### src/rtl/edo_dram_port.sv
module edo_dram_port #(
  parameter int ROW_W     = 9,
  parameter int COL_W     = 8,
  parameter int LANE_W    = 8,
  parameter int LANES     = 2,
  parameter int ARR_ROW_W = 2,
  parameter int ARR_COL_W = 3
) (
  input  logic                      clk,
  input  logic                      rst_n,
  input  logic                      ras_n,
  input  logic                      lcas_n,
  input  logic                      ucas_n,
  input  logic                      we_n,
  input  logic                      oe_n,
  input  logic [ROW_W-1:0]          addr,
  input  logic [LANES*LANE_W-1:0]   dq_i,
  output logic [LANES*LANE_W-1:0]   dq_o,
  output logic [LANES-1:0]          dq_oe,
  output logic                      rfsh_stb,
  output logic [ROW_W-1:0]          rfsh_row,
  output logic                      rfsh_cbr
);
  localparam int DQ_W  = LANES * LANE_W;
  localparam int IDX_W = ARR_ROW_W + ARR_COL_W;
  localparam int DEPTH = 1 << IDX_W;
  localparam logic [ROW_W-1:0] ONE = 1;

  logic [DQ_W-1:0] mem [DEPTH];

  logic ras_q, lcas_q, ucas_q, we_q;
  logic row_act_q;
  logic [ARR_ROW_W-1:0] row_q;
  logic [ARR_COL_W-1:0] col_q;
  logic [ROW_W-1:0] cnt_q;
  logic [LANES-1:0] drv_q, drv_d;
  logic [LANES-1:0] lane_n, lane_q, lane_fall, wr_ln;

  assign lane_n = {ucas_n, lcas_n};
  assign lane_q = {ucas_q, lcas_q};

  wire cas_n     = lcas_n & ucas_n;
  wire cas_q     = lcas_q & ucas_q;
  wire ras_fall  = ras_q & ~ras_n;
  wire ras_rise  = ~ras_q & ras_n;
  wire cas_fall  = cas_q & ~cas_n;
  wire we_fall   = we_q & ~we_n;
  wire cbr_start = ras_fall & ~cas_q & ~cas_n;
  wire row_start = ras_fall & ~cbr_start;
  wire live      = row_act_q & ~ras_n;
  wire rd_start  = live & cas_fall & we_n;
  wire all_idle  = ras_n & cas_n;

  assign lane_fall = lane_q & ~lane_n;

  generate
    for (genvar g = 0; g < LANES; g++) begin : g_wr
      assign wr_ln[g] = live & ~we_n & ~lane_n[g] & (lane_fall[g] | we_fall);
    end
  endgenerate

  wire [ARR_COL_W-1:0] wcol = cas_fall ? addr[ARR_COL_W-1:0] : col_q;
  wire [IDX_W-1:0]     widx = {row_q, wcol};
  wire [IDX_W-1:0]     ridx = {row_q, addr[ARR_COL_W-1:0]};

  always_comb begin
    drv_d = drv_q;
    if (all_idle)
      drv_d = '0;
    else if (cbr_start)
      drv_d = '0;
    else if (cas_fall)
      drv_d = rd_start ? ~lane_n : '0;
    else if (|wr_ln)
      drv_d = '0;
  end

  always_ff @(posedge clk or negedge rst_n) begin
    if (!rst_n) begin
      ras_q     <= 1'b1;
      lcas_q    <= 1'b1;
      ucas_q    <= 1'b1;
      we_q      <= 1'b1;
      row_act_q <= 1'b0;
      row_q     <= '0;
      col_q     <= '0;
      cnt_q     <= '0;
      drv_q     <= '0;
      dq_oe     <= '0;
      dq_o      <= '0;
      rfsh_stb  <= 1'b0;
      rfsh_row  <= '0;
      rfsh_cbr  <= 1'b0;
    end else begin
      ras_q    <= ras_n;
      lcas_q   <= lcas_n;
      ucas_q   <= ucas_n;
      we_q     <= we_n;
      drv_q    <= drv_d;
      dq_oe    <= drv_d & {LANES{~oe_n}};
      rfsh_stb <= ras_fall;
      if (row_start) begin
        row_act_q <= 1'b1;
        row_q     <= addr[ARR_ROW_W-1:0];
      end else if (ras_rise) begin
        row_act_q <= 1'b0;
      end
      if (ras_fall) begin
        rfsh_row <= cbr_start ? cnt_q : addr;
        rfsh_cbr <= cbr_start;
      end
      if (cbr_start)
        cnt_q <= cnt_q + ONE;
      if (live & cas_fall)
        col_q <= addr[ARR_COL_W-1:0];
      if (rd_start)
        dq_o <= mem[ridx];
    end
  end

  always_ff @(posedge clk) begin
    for (int b = 0; b < LANES; b++)
      if (wr_ln[b])
        mem[widx][b*LANE_W +: LANE_W] <= dq_i[b*LANE_W +: LANE_W];
  end
endmodule

### config.mk
export PLATFORM = sky130hd
export DESIGN_NAME = edo_dram_port
export DESIGN_NICKNAME = d
export VERILOG_FILES = /design/src/rtl/edo_dram_port.sv
export SDC_FILE = /design/constraint.sdc
export NUM_CORES = 1
export LEC_CHECK = 0
export CAP_MARGIN = 20
export CORE_MARGIN = 3
export CORE_UTILIZATION = 55
export CTS_BUF_LIST = sky130_fd_sc_hd__clkbuf_4
export CTS_CLUSTER_DIAMETER = 120
export DETAILED_ROUTE_END_ITERATION = 12
export DONT_BUFFER_PORTS = 1
export PLACE_DENSITY = 0.76
export RECOVER_POWER = 50
export SLEW_MARGIN = 40
export SYNTH_ARGS = -nofsm -noshare
export SYNTH_HDL_FRONTEND = slang
export SYNTH_SLANG_ARGS = --single-unit
### constraint.sdc
create_clock -name clk -period 3.7 [get_ports clk]
set_clock_uncertainty 0.05 [all_clocks]
set_input_delay 0.74 -clock clk [delete_from_list [all_inputs] [get_ports clk]]
set_output_delay 0.74 -clock clk [all_outputs]
set_load 0.05 [all_outputs]
==> metrics.yaml <==
pwr:
  total_leakage_power_nw: 8.78
  ir_drop_mv: 0.407
  powerDensity_nw_per_um2: 540
floorplanning:
  die_height_um: 206
  fp.dieW_um: 206
  num_rows: 72
  die_area_um2: 42300
  start_util: 0.561
  core_area_um2: 39000
  ioPinCount: 61
clock_tree:
  htree_levels: 4
  tritoncts: "built"
  clock_sinks: 562
  cts_made_buffers: 134
  cts-root-buf: "clkbuf_4"
  clk_path_buf_depth: 3
  clk_latency_ns: 0.79
  path_clk_slew_ns: 0.07
min_path:
  whs_endpoint: "rfsh_row[0]$_DFFE_PN0P_"
  min_delay_path_depth: 2
  worstHoldPathType: "in2reg"
  worstHoldStart: "addr[0]"
finish:
  finalInstanceArea_um2: 24600
  final_cell_count_no_fill: 2056
  drive_gt1_frac: 0.190
  area_growth_syn_to_layout_pct: 12.3
  nets: 1475
  layout_common_cells: "edfxtp_1, mux2i_1, clkbuf_4, o22ai_1, nor2_1"
  layout_commonest_cell: "edfxtp_1"
sta:
  maxSlewViolCount: 528
  tns_ns: 0
  fin_crit_ns: 2.93
  worst_pin_slew_ns: 1.85
  grt_setup_unrepaired: "false"
  post-route-period-util: 0.792
  slew_headroom: -0.233
  finalSetupViolations: 0
  fmax_mhz: 341
  hold_viol: 0
  fin_worst_hold_slack_ns: 0.0807
place:
  io_buffers: 0
  place.gp.congestion: 0.860
  dp_hpwl_um: 29700
  dp.cells: 1789
  placed_cell_area_um2: 22700
setup_path:
  reg2reg_slack_ns: 0.77
  path_max_fanout: 8
  arrival_ns: 3.28
  r2r-start: "lcas_q$_DFF_PN1_"
  start_kind: "register"
  end_kind: "register"
  critPathKind: "reg2reg"
  rr_worst_depth: 4
  worstReg2RegEnd: "mem[3][6]$_DFFE_PP_"
  cp.required_ns: 4.05
drt:
  drc: 0
  vias: 12800
  drt-initial-drc-count: 1661
  drt_pass1_iterations: 7
  ant_nets: 0
  totalWireLength_um: 51000
  wire_per_inst_um: 24.8
  post_drt_via_cell_ratio: 6.23
global_route:
  antenna_found_initial: 1
  grt_max_degree: 261
  grt_pass1_vias: 12900
  grt_usage: 0.243
  grt_pass1_wl_um: 76400
  grt_overflow: 0
yosys:
  async_reset_ff_frac: 0.0890
  synth.distinct_cells: 45
  ys_warn_count: 0
  synth_seq_cells: 562
  ys_seq_area_frac: 0.759
  syn_area_um2: 21900
  synth.avg_cell_area_um2: 17.0
  syn_inst: 1285
  synthFlopType: "edfxtp_1"
  synth-edff-count: 512
  synth_fp_nets: 1318
run_status:
  violations: "max-capacitance violations, max-slew violations"
  run_status: "finished with violations"
run:
  max_cap_viol_count: 16
worst max-delay path by stage:
| stage | start | end | slack, ns |
|---|---|---|---|
| after floorplan | ras_n | mem[0][0]$_DFFE_PP_ | 0.95 |
| after global placement | ras_n | mem[31][13]$_DFFE_PP_ | 0.58 |
| after detailed placement | ras_n | mem[4][11]$_DFFE_PP_ | 0.56 |
| after CTS | lcas_q$_DFF_PN1_ | mem[3][6]$_DFFE_PP_ | 0.83 |
| after global routing | lcas_q$_DFF_PN1_ | mem[3][6]$_DFFE_PP_ | 0.59 |
| final | lcas_q$_DFF_PN1_ | mem[3][6]$_DFFE_PP_ | 0.77 |
cell families (layout without fill, tap and decap cells):
group | after synthesis | in the layout | share of synthesized area
other cells | 0 | 2 | 0
mux | 260 | 260 | 0.119
xor+xnor | 8 | 8 | 0.00320
compound gates | 177 | 177 | 0.0519
flops | 562 | 562 | 0.759
simple gates | 200 | 200 | 0.0478
fa+ha+maj | 1 | 1 | 0.000571
buf+inv | 77 | 328 | 0.0182
worst max-delay path, cell delays in order (launching register included):
cell	delay (ns)
dfstp_1	0.56
nand2_1	0.18
o21ai_0	0.55
nand3_1	0.54
nor2_1	0.66
synthesized netlist by cell type (5+ instances only):
| master | n | area share |
|---|---|---|
| clkbuf_1 | 17 | 0.0029 |
| nor2_1 | 75 | 0.013 |
| a31oi_1 | 16 | 0.0046 |
| nand3_1 | 11 | 0.0025 |
| o22ai_1 | 128 | 0.037 |
| o21ai_0 | 6 | 0.0014 |
| dfrtp_1 | 46 | 0.053 |
| buf_2 | 48 | 0.011 |
| nor4_1 | 34 | 0.0097 |
| and3_1 | 5 | 0.0014 |
| mux2i_1 | 256 | 0.12 |
| a22oi_1 | 8 | 0.0027 |
| buf_6 | 6 | 0.0031 |
| nor3_1 | 20 | 0.0046 |
| edfxtp_1 | 512 | 0.70 |
| nand2_1 | 25 | 0.0043 |
| nand4bb_1 | 6 | 0.0031 |
repair_timing:
| item | 4_1_cts | 5_1_grt |
|---|---|---|
| hold buffers | 31 | 0 |
| endpoints found under the hold margin | 577 | 0 |
| gates resized for setup | 0 | 0 |
| setup buffers | 0 | 0 |
per-stage QoR:
stage / total power (W) / util / worst slack, ns
after floorplan: 0.00820 / - / 0.947
after global placement: 0.00837 / 0.579 / 0.583
after detailed placement: 0.00841 / 0.581 / 0.560
after CTS: 0.0134 / 0.636 / 0.829
after global routing: 0.0138 / 0.630 / 0.586
final: 0.0133 / 0.630 / 0.769
registers in the layout (all words and copies together) (netlist names):
| signal | flops |
|---|---|
| cnt_q | 9 |
| col_q | 3 |
| dq_o | 16 |
| dq_oe | 2 |
| drv_q | 2 |
| lcas_q | 1 |
| mem | 512 |
| ras_q | 1 |
| rfsh_cbr | 1 |
| rfsh_row | 9 |
| rfsh_stb | 1 |
| row_act_q | 1 |
| row_q | 2 |
| ucas_q | 1 |
| we_q | 1 |
cell type report:
class / instances / area [um^2]
sequential: 562 / 16600
fill: 2748 / 14400
multi-input combinational: 646 / 4920
clock buffer: 196 / 1470
timing repair buffer: 94 / 713
tap: 518 / 648
clock inverter: 34 / 185
inverter: 4 / 15.0
antenna: 2 / 5.00
power breakdown:
group | leakage (nW) | switching, W | internal (W) | total (W)
logic | 2.58 | 0.000575 | 0.000310 | 0.000884
clock network | 0.981 | 0.00234 | 0.00250 | 0.00484
registers | 5.22 | 0.000488 | 0.00708 | 0.00757
total | 8.78 | 0.00340 | 0.00989 | 0.0133
layer usage:
metal	share of wire	wire [um]	GRT usage	vias up
met1	0.38	19300	0.328	6326
li1	-	-	-	5554
met5	0	0	0	-
met4	0.032	1630	0.0937	0
met2	0.48	24400	0.379	781
met3	0.11	5570	0.0704	153
(Power assumes the default switching activity.)
